==> src/rtl/pwr_mode_pkg.sv <==
package pwr_mode_pkg;

  typedef enum logic [1:0] {
    PM_RUN    = 2'd0,
    PM_IDLE   = 2'd1,
    PM_SLEEP  = 2'd2,
    PM_WARMUP = 2'd3
  } pm_state_e;

  typedef enum logic [1:0] {
    WC_NONE = 2'b00,
    WC_IRQ  = 2'b01,
    WC_WDT  = 2'b10,
    WC_RST  = 2'b11
  } wake_cause_e;

  // Flag bit order; clr_flags follows it.
  localparam int unsigned FLG_SLEEP = 0;
  localparam int unsigned FLG_IDLE  = 1;
  localparam int unsigned FLG_WDTO  = 2;
  localparam int unsigned NUM_FLAGS = 3;

  typedef struct packed {
    logic cpu;
    logic per;
    logic osc;
  } clk_en_t;

  function automatic clk_en_t decode_enables(pm_state_e st);
    clk_en_t e;
    unique case (st)
      PM_RUN:    e = '{cpu: 1'b1, per: 1'b1, osc: 1'b1};
      PM_IDLE:   e = '{cpu: 1'b0, per: 1'b1, osc: 1'b1};
      PM_SLEEP:  e = '{cpu: 1'b0, per: 1'b0, osc: 1'b0};
      default:   e = '{cpu: 1'b0, per: 1'b0, osc: 1'b1};
    endcase
    return e;
  endfunction

endpackage

==> src/rtl/pwr_wake_detect.sv <==
module pwr_wake_detect
  import pwr_mode_pkg::*;
(
  input  logic        irq_wake,
  input  logic        wdt_timeout,
  input  logic        warm_rst,
  output logic        wake_any,
  output wake_cause_e cause
);

  always_comb begin
    wake_any = irq_wake | wdt_timeout | warm_rst;
    if (warm_rst)         cause = WC_RST;
    else if (wdt_timeout) cause = WC_WDT;
    else if (irq_wake)    cause = WC_IRQ;
    else                  cause = WC_NONE;
  end

endmodule

==> src/rtl/pwr_startup_timer.sv <==
module pwr_startup_timer #(
  parameter int unsigned DELAY_TICKS = 1024
) (
  input  logic clk,
  input  logic por_n,
  input  logic run_en,
  input  logic tick,
  output logic done
);

  localparam int unsigned CNT_W = $clog2(DELAY_TICKS + 1);
  localparam logic [CNT_W-1:0] LIMIT = CNT_W'(DELAY_TICKS);

  logic [CNT_W-1:0] cnt_q;

  always_ff @(posedge clk or negedge por_n) begin
    if (!por_n)               cnt_q <= '0;
    else if (!run_en)         cnt_q <= '0;
    else if (tick && !done)   cnt_q <= cnt_q + 1'b1;
  end

  assign done = (cnt_q == LIMIT);

  assert_count_bounded_R6: assert property (@(posedge clk) disable iff (!por_n)
    cnt_q <= LIMIT);

  assert_idle_counter_clear_R6: assert property (@(posedge clk) disable iff (!por_n)
    !run_en |=> (cnt_q == '0));

endmodule

==> src/rtl/pwr_status_flags.sv <==
module pwr_status_flags
  import pwr_mode_pkg::*;
(
  input  logic                 clk,
  input  logic                 por_n,
  input  logic [NUM_FLAGS-1:0] set_vec,
  input  logic [NUM_FLAGS-1:0] clr_vec,
  output logic [NUM_FLAGS-1:0] flags
);

  logic [NUM_FLAGS-1:0] flag_q;

  for (genvar i = 0; i < NUM_FLAGS; i++) begin : g_flag
    always_ff @(posedge clk or negedge por_n) begin
      if (!por_n)          flag_q[i] <= 1'b0;
      else if (set_vec[i]) flag_q[i] <= 1'b1;
      else if (clr_vec[i]) flag_q[i] <= 1'b0;
    end

    assert_set_sticks_R7: assert property (@(posedge clk) disable iff (!por_n)
      set_vec[i] |=> flag_q[i]);

    assert_w1c_clears_R10: assert property (@(posedge clk) disable iff (!por_n)
      (clr_vec[i] && !set_vec[i]) |=> !flag_q[i]);

    assert_hold_R10: assert property (@(posedge clk) disable iff (!por_n)
      (!clr_vec[i] && !set_vec[i]) |=> $stable(flag_q[i]));
  end

  assign flags = flag_q;

endmodule

==> src/rtl/pwr_mode_ctrl.sv <==
module pwr_mode_ctrl
  import pwr_mode_pkg::*;
#(
  parameter int unsigned DELAY_TICKS = 1024
) (
  input  logic       clk,
  input  logic       por_n,
  input  logic       enter_req,
  input  logic       enter_mode,
  input  logic       irq_wake,
  input  logic       wdt_timeout,
  input  logic       warm_rst,
  input  logic       ref_tick,
  input  logic       osc_stable,
  input  logic [2:0] clr_flags,
  output logic       cpu_clk_en,
  output logic       per_clk_en,
  output logic       osc_en,
  output logic       flag_sleep,
  output logic       flag_idle,
  output logic       flag_wdto,
  output logic       wake_valid,
  output logic [1:0] wake_cause
);

  pm_state_e   state_q, state_d;
  wake_cause_e evt_cause;
  wake_cause_e held_cause_q;
  wake_cause_e cause_q;
  logic        wake_any;
  logic        warm_done;
  logic        valid_q;
  logic        idle_wake, sleep_wake, warm_exit;
  logic [NUM_FLAGS-1:0] flag_set, flag_vec;
  clk_en_t     en;

  pwr_wake_detect u_detect (
    .irq_wake    (irq_wake),
    .wdt_timeout (wdt_timeout),
    .warm_rst    (warm_rst),
    .wake_any    (wake_any),
    .cause       (evt_cause)
  );

  pwr_startup_timer #(.DELAY_TICKS(DELAY_TICKS)) u_timer (
    .clk    (clk),
    .por_n  (por_n),
    .run_en (state_q == PM_WARMUP),
    .tick   (ref_tick),
    .done   (warm_done)
  );

  assign idle_wake  = (state_q == PM_IDLE)   && wake_any;
  assign sleep_wake = (state_q == PM_SLEEP)  && wake_any;
  assign warm_exit  = (state_q == PM_WARMUP) && warm_done && osc_stable;

  always_comb begin
    state_d = state_q;
    unique case (state_q)
      PM_RUN:    if (enter_req && !wake_any) state_d = enter_mode ? PM_SLEEP : PM_IDLE;
      PM_IDLE:   if (wake_any)               state_d = PM_RUN;
      PM_SLEEP:  if (wake_any)               state_d = PM_WARMUP;
      default:   if (warm_done && osc_stable) state_d = PM_RUN;
    endcase
  end

  always_ff @(posedge clk or negedge por_n) begin
    if (!por_n) begin
      state_q      <= PM_RUN;
      held_cause_q <= WC_NONE;
      cause_q      <= WC_NONE;
      valid_q      <= 1'b0;
    end else begin
      state_q <= state_d;
      if (sleep_wake) held_cause_q <= evt_cause;
      valid_q <= idle_wake || warm_exit;
      if (idle_wake)      cause_q <= evt_cause;
      else if (warm_exit) cause_q <= held_cause_q;
      else                cause_q <= WC_NONE;
    end
  end

  always_comb begin
    flag_set            = '0;
    flag_set[FLG_SLEEP] = sleep_wake;
    flag_set[FLG_IDLE]  = idle_wake;
    flag_set[FLG_WDTO]  = (idle_wake || sleep_wake) && wdt_timeout;
  end

  pwr_status_flags u_flags (
    .clk     (clk),
    .por_n   (por_n),
    .set_vec (flag_set),
    .clr_vec (clr_flags),
    .flags   (flag_vec)
  );

  assign en         = decode_enables(state_q);
  assign cpu_clk_en = en.cpu;
  assign per_clk_en = en.per;
  assign osc_en     = en.osc;
  assign flag_sleep = flag_vec[FLG_SLEEP];
  assign flag_idle  = flag_vec[FLG_IDLE];
  assign flag_wdto  = flag_vec[FLG_WDTO];
  assign wake_valid = valid_q;
  assign wake_cause = cause_q;

  assert_idle_zero_delay_R5: assert property (@(posedge clk) disable iff (!por_n)
    idle_wake |=> (cpu_clk_en && wake_valid));

  assert_enter_blocked_R11: assert property (@(posedge clk) disable iff (!por_n)
    (state_q == PM_RUN && enter_req && wake_any) |=> cpu_clk_en);

  assert_warmup_waits_osc_R6: assert property (@(posedge clk) disable iff (!por_n)
    (state_q == PM_WARMUP && !osc_stable) |=> !cpu_clk_en);

  assert_valid_one_cycle_R12: assert property (@(posedge clk) disable iff (!por_n)
    wake_valid |=> !wake_valid);

  assert_valid_has_cause_R12: assert property (@(posedge clk) disable iff (!por_n)
    wake_valid |-> (wake_cause != WC_NONE) && cpu_clk_en);

  assert_wdto_on_wake_R8: assert property (@(posedge clk) disable iff (!por_n)
    $rose(flag_wdto) |-> (wake_valid || state_q == PM_WARMUP));

  assert_sleep_wake_warms_R6: assert property (@(posedge clk) disable iff (!por_n)
    sleep_wake |=> (osc_en && !cpu_clk_en));

endmodule

==> config.mk <==
export PLATFORM = sky130hd
export DESIGN_NAME = pwr_mode_ctrl
export DESIGN_NICKNAME = d
export VERILOG_FILES = /design/src/rtl/pwr_mode_pkg.sv /design/src/rtl/pwr_wake_detect.sv /design/src/rtl/pwr_startup_timer.sv /design/src/rtl/pwr_status_flags.sv /design/src/rtl/pwr_mode_ctrl.sv
export SDC_FILE = /design/constraint.sdc
export NUM_CORES = 1
export LEC_CHECK = 0
export ABC_AREA = 1
export CORE_MARGIN = 2
export CORE_UTILIZATION = 49
export CTS_BUF_LIST = sky130_fd_sc_hd__clkbuf_8
export CTS_CLUSTER_SIZE = 24
export DETAILED_ROUTE_END_ITERATION = 8
export PLACE_DENSITY = 0.77
export SYNTH_ARGS = -nofsm -noshare
export SYNTH_HDL_FRONTEND = slang
export SYNTH_SLANG_ARGS = --single-unit
==> constraint.sdc <==
create_clock -name clk -period 1.5 [get_ports clk]
set_clock_uncertainty 0.1 [all_clocks]
set_input_delay 0.225 -clock clk [delete_from_list [all_inputs] [get_ports clk]]
set_output_delay 0.225 -clock clk [all_outputs]
set_load 0.02 [all_outputs]
==> results of run 1 <==
==> synth_stat cells (all sizes together) <==
cell,n
o22ai,1
ha,9
nand2,57
xor2,3
nand4,9
clkinv,1
xnor2,1
buf,1
nand3,11
o21ai,13
nor2,21
or2,1
inv,27
o21bai,1
dfrtp,21
==> worst register-to-register path, delay by kind of cell (launching register included) <==
family | cells | cell delay, ps
AND/OR/NAND/NOR | 8 | 740
adder cells (fa/ha/maj) | 1 | 120
flip-flops | 1 | 400
buffers and inverters | 2 | 120
==> area by class of cell <==
type	instances	area [um2]	area share
well taps	30	37.54	0.01838
clock buffers	3	41.29	0.02022
repair buffers	50	440.4	0.2157
multi-input cells	127	867.1	0.4246
flip-flops and latches	21	526.8	0.2580
clock inverters	1	7.507	0.003676
repair inverters	1	8.758	0.004289
inverters	28	112.6	0.05515
==> sequential cells by signal (all words and copies together) (netlist names) <==
signal,flops
wake_valid,1
state_q,2
u_flags.flags,3
wake_cause,2
held_cause_q,2
u_timer.cnt_q,11
==> cells by family (layout without fill, tap and decap cells) <==
logic type | after synthesis | after routing | synth area share
compound gates | 15 | 15 | 0.06358
xor+xnor | 4 | 4 | 0.02698
fa+ha+maj | 9 | 9 | 0.08671
buf+inv | 29 | 83 | 0.08863
flops | 21 | 21 | 0.4046
simple gates | 99 | 99 | 0.3295
==> per-stage QoR <==
stage	power, mW	utilization	hold WS [ps]
6_report	1.633	0.8168	190.6
5_1_grt	1.728	0.8168	236.9
4_1_cts	1.607	0.7648	198.6
3_5_place_dp	1.134	0.6817	375.5
3_3_place_gp	1.108	0.6817	359.7
2_1_floorplan	0.9135	-	-170.6
==> power breakdown <==
part	leakage (nW)	switching (mW)	internal, mW
combinational	0.724	0.306	0.264
clock	0.0217	0.199	0.188
sequential	0.271	0.0512	0.625
==> layout by cell type (no fill, tap or decap), types with 2 or more instances in the layout <==
master           count
nor2_1              12
clkbuf_8             3
o21ai_0              6
ha_2                 2
nand2_4              3
dlygate4sd2_1        6
inv_1               21
ha_4                 7
nor2_2               4
xor2_1               3
nor2_4               5
nand2_2             12
dfrtp_1             20
o21ai_1              5
nand3_1              8
inv_2                6
buf_4               25
nand2_1             42
buf_6                8
clkdlybuf4s50_1     11
nand4_1              9
nand3_2              2
==> per-layer routing <==
| layer | vias to the layer above | wire length, um |
|---|---|---|
| met1 | 644 | 1381 |
| met5 | - | 0 |
| met4 | 0 | 81 |
| li1 | 663 | - |
| met3 | 8 | 129 |
| met2 | 46 | 1999 |
==> repair_timing <==
item | in CTS | in global routing
setup buffers | 4 | 3
setup endpoints to repair | 24 | 22
gates resized for setup | 62 | 28
pin swaps | 13 | 13
cloned | 1 | 0
==> how the worst min path moves through the flow <==
stage | endpoint | startpoint | slack (ps)
after floorplan | held_cause_q[0] | por_n | -170
after global placement | held_cause_q[0] | held_cause_q[0] | 360
after detailed placement | held_cause_q[0] | held_cause_q[0] | 380
after CTS | u_timer.cnt_q[0] | por_n | 200
after global routing | u_timer.cnt_q[3] | por_n | 240
final | u_timer.cnt_q[4] | por_n | 190
==> results by group, run 1 <==
Run status
  • Outcome: complete, but fails checks
  • Failing checks: setup timing

Global route
  • GRT overflow: 0
  • Routing usage on met3: 0.01874
  • Met1 global-route usage: 0.2720
  • Global-route wire length before repair: 5851 um
  • Number of global-route vias before repair: 1388
  • Grt peak-use layer: met2
  • GRT Resource Usage Total: 0.2398
  • Met2 usage: 0.4371
  • Initial antenna violation count: 0
  • Largest net degree at the start of global routing: 22

STA
  • Worst setup margin: -89.02 ps
  • Fin Setup TNS: -749.4 ps
  • Final Setup Violations: 17
  • Unrepaired setup endpoints after global routing: yes
  • Clock period minus worst slack: 1589 ps
  • F_max: 629.3 MHz
  • Final period util: 1.059
  • Max-slew violations: 0
  • Slew margin rel.: 0.8171
  • Slew @ Worst Pin: 274.3 ps
  • Final hold violation count: 0

Critical path
  • RR Endpoint: state_q[1]
  • Startpoint types: flop
  • Crit path depth: 11
  • Reg2Reg Setup Slack: -90 ps
  • Worst setup path startpoint: u_timer.cnt_q[0]
  • Crit path kind: flop to flop
  • CP top delay family: simple AND/OR/NAND/NOR gates
  • Largest fanout on the critical path: 3
  • Slowest-stage cell, CP: dfrtp_1
  • Worst-case reg-to-reg path depth: 11
  • Worst-path cell chain: inv_2 -> ha_4 -> inv_2 -> nor2_4 -> nand3_4 -> nor2_4 -> nand2_1 -> nand2_2 -> nand2_2 -> nand2_1 -> nand2_1
  • CP peak stage delay: 400 ps
  • Critical path capture point: state_q[1]
  • Required @ worst endpoint: 1550 ps
  • Crit end category: flop
  • R2R Path Start: u_timer.cnt_q[0]
  • Bufs and invs on worst path: 2
  • CP arrival: 1640 ps
  • Cell mode on critical path: nand2_1

Layout
  • Area Overhead vs Synth: 57.23%
  • Final instance area: 2042 um2
  • Fillers: 176
  • # diodes: 0
  • Cell Count, Final, Fillers Out: 261
  • Layout cells sized above 1: 0.3680
  • Layout Nets: 253

Clock network
  • Clock Pin Slew Worst Setup and Hold Paths: 80 ps
  • Worst-Skew Late Latency: 270 ps
  • H-Tree Depth: 1
  • TritonCTS sink count: 21
  • Hold_buf cts: 0
  • Root Driver: clkbuf_8
  • Clock Tree Buf Depth: 2
  • CTS tree: built
  • Total CTS buffers: 3

Logic synthesis
  • Yosys top cell area share: 0.4046
  • Avg Inst Size Synth: 7.338 um2
  • Post-Synthesis Cells: 177
  • Cell taking the most area after synthesis: dfrtp_1
  • Post-Synthesis Cell Area: 1299 um2
  • Synth top area cells: dfrtp_1 40%, nand2_1 16%, ha_1 8.7%, inv_1 7.8%, nor2_1 4.6%
  • Post-Syn Nets: 198
  • Seq/Total Area, Yosys: 0.4046
  • Netlist cell types: 19
  • Total number of yosys warnings: 0
  • FF+latch count, synth: 21

Placed design
  • Routability cong.: 0.8411
  • Detailed-placement wirelength estimate: 2444 um
  • Pre-CTS WS: -268.5 ps
  • Placed cell areas: 1704 um2
  • Port buffer count: 20
  • Cells after DPL: 249

Job
  • # Max-Cap Violations: 0

Drt
  • Wirelength, routed: 3592 um
  • Via Count: 1361
  • Remaining DRCs: 0
  • Wirelength per Cell: 13.76 um
  • Initial DRC count: 47
  • Drt pass-1 iters: 4
  • Drt via density: 5.215
  • DRT antenna net count: 0

Die
  • Total core area: 2500 um2
  • Die width: 55.49 um
  • Die height: 55.49 um
  • # IOs: 21
  • Initial cell density of the core: 0.5195
  • Die area: 3079 um2
  • Rows: 18

Min path
  • Hold/Removal Path Class: input port to async pin

Power and ir drop
  • Static leakage: 1.016 nW
  • Pwr Density: 799.7 nW/um2
  • Peak supply drop: 0.8101 mV
Note: power is estimated with default switching activity, not from simulation.
==> run 2, diff against run 1 <==
- CAP_MARGIN: unset -> 5
- CORE_MARGIN: 2 -> 8
==> results by group, run 2 (synthesis results as in run 1) <==
Layout
  • FF/Latch Area: 526.8 um2
  • Area Overhead vs Synth: 45.86%
  • Most flop-heavy register: u_timer.cnt_q
  • Layout cells sized above 1: 0.2920
  • Fillers: 186
  • Most frequent cells in the layout: 49 x nand2_1, 23 x buf_4, 21 x inv_1
  • Layout Nets: 248
  • Area of the multi-input gates: 774.5 um2
  • Commonest non-fill, non-tap cell in the layout: nand2_1
  • Max FFs per register: 11
  • Post-layout util: 0.7578
  • # diodes: 0

Global route
  • GRT Resource Usage Total: 0.1718
  • Number of global-route vias before repair: 1386
  • Largest net degree at the start of global routing: 22
  • Initial antenna violation count: 0
  • GRT overflow: 0
  • Global-route wire length before repair: 6044 um

Drt
  • Wirelength, routed: 3532 um
  • Drt pass-1 iters: 4
  • DRT antenna net count: 0
  • Remaining DRCs: 0
  • Wirelength per Cell: 13.80 um
  • Initial DRC count: 108
  • Drt via density: 5.234
  • Via Count: 1340

STA
  • Slew margin rel.: 0.7864
  • Worst setup margin: -134.7 ps
  • Fin Setup TNS: -1624 ps
  • Final Setup Violations: 17
  • Final period util: 1.090
  • F_max: 611.7 MHz
  • Hold slack: 193.4 ps
  • Slew @ Worst Pin: 320.1 ps
  • Unrepaired setup endpoints after global routing: yes
  • Clock period minus worst slack: 1635 ps
  • Max-slew violations: 0
  • Final hold violation count: 0

Die
  • Die area: 4554 um2
  • Die height: 67.49 um
  • Rows: 18
  • Die width: 67.49 um
  • # IOs: 21
  • Total core area: 2500 um2
  • Initial cell density of the core: 0.5195

Clock network
  • H-Tree Depth: 1
  • Total CTS buffers: 3
  • TritonCTS sink count: 21
  • CTS tree: built
  • Clock Tree Buf Depth: 2
  • Worst-Skew Late Latency: 270 ps
  • Clock Pin Slew Worst Setup and Hold Paths: 80 ps
  • Root Driver: clkbuf_8

Job
  • # Max-Cap Violations: 0

Critical path
  • Largest fanout on the critical path: 2
  • Required @ worst endpoint: 1570 ps
  • Startpoint types: flop
  • Crit end category: flop
  • CP arrival: 1700 ps
  • Crit path kind: flop to flop

Power and ir drop
  • Static leakage: 0.9604 nW
  • Peak supply drop: 0.6961 mV
  • Pwr Density: 826.0 nW/um2

Placed design
  • Port buffer count: 20
  • Detailed-placement wirelength estimate: 2560 um
  • Routability cong.: 0.9267

Run status
  • Failing checks: setup timing
  • Outcome: complete, but fails checks

Min path
  • Hold/Removal Path Class: input port to async pin
run 2: changes by cell type in the layout (fill, tap and decap cells not counted), sizes merged:
cell    change
buf         -5
clkinv      +1
inv         -1
run 2: worst paths after layout:
check                                 start          endpoint  slack [ps]  cells past startpoint
max in group asynchronous             por_n        state_q[1]         860                      2
min in group clk            held_cause_q[0]   held_cause_q[0]         380                      2
hold reg to reg             held_cause_q[0]   held_cause_q[0]         380                      2
setup reg to reg           u_timer.cnt_q[0]  u_timer.cnt_q[0]        -130                     10
hold / removal                        por_n  u_timer.cnt_q[1]         190                      2
setup / recovery           u_timer.cnt_q[0]  u_timer.cnt_q[0]        -130                     10
run 2: per-layer routing:
metal	vias to the layer above	global-route usage	part of all wire
met5	-	0	0
met4	0	0.1044	0.034
met3	13	0.03311	0.064
met2	50	0.3172	0.52
met1	628	0.1735	0.38
li1	649	-	-
run 2: repair_timing:
action | 4_1_cts | 5_1_grt
hold buffers | 0 | 0
endpoints found under the setup margin | 24 | 23
cloned | 1 | 0
setup buffers | 3 | 0
pin swaps | 3 | 5
gates resized for setup | 37 | 24
run 2: final cells by class:
| class | count | area share |
|---|---|---|
| tap | 30 | 0.01982 |
| sequential | 21 | 0.2781 |
| clock inverter | 1 | 0.003963 |
| timing repair inverter | 1 | 0.004624 |
| inverter | 28 | 0.05945 |
| clock buffer | 3 | 0.02180 |
| multi-input combinational | 127 | 0.4089 |
| timing repair buffer | 45 | 0.2034 |
run 2: report_power, final:
group | switching (mW) | leakage (nW) | internal [mW]
sequential | 0.0480 | 0.272 | 0.625
combinational | 0.277 | 0.667 | 0.224
clock | 0.203 | 0.0217 | 0.188
run 2: through the flow:
step / setup slack [ps] / total power [mW] / instance area (um2) / instances
3_3_place_gp: -222.7 / 1.106 / 1697 / 248
4_1_cts: -108.7 / 1.548 / 1812 / 256
3_5_place_dp: -242.6 / 1.131 / 1697 / 248
2_1_floorplan: 33.88 / 0.9135 / 1299 / 177
5_1_grt: -186.0 / 1.656 / 1894 / 256
6_report: -134.7 / 1.565 / 1894 / 256
run 2: critical path, stage by stage (launching register included):
cell,delay [ps]
dfrtp_1,400
inv_2,70
ha_2,180
inv_2,40
nor2_2,110
nand3_2,140
o21ai_4,210
buf_4,140
nor2_1,40
nand2_1,60
nand2_1,50
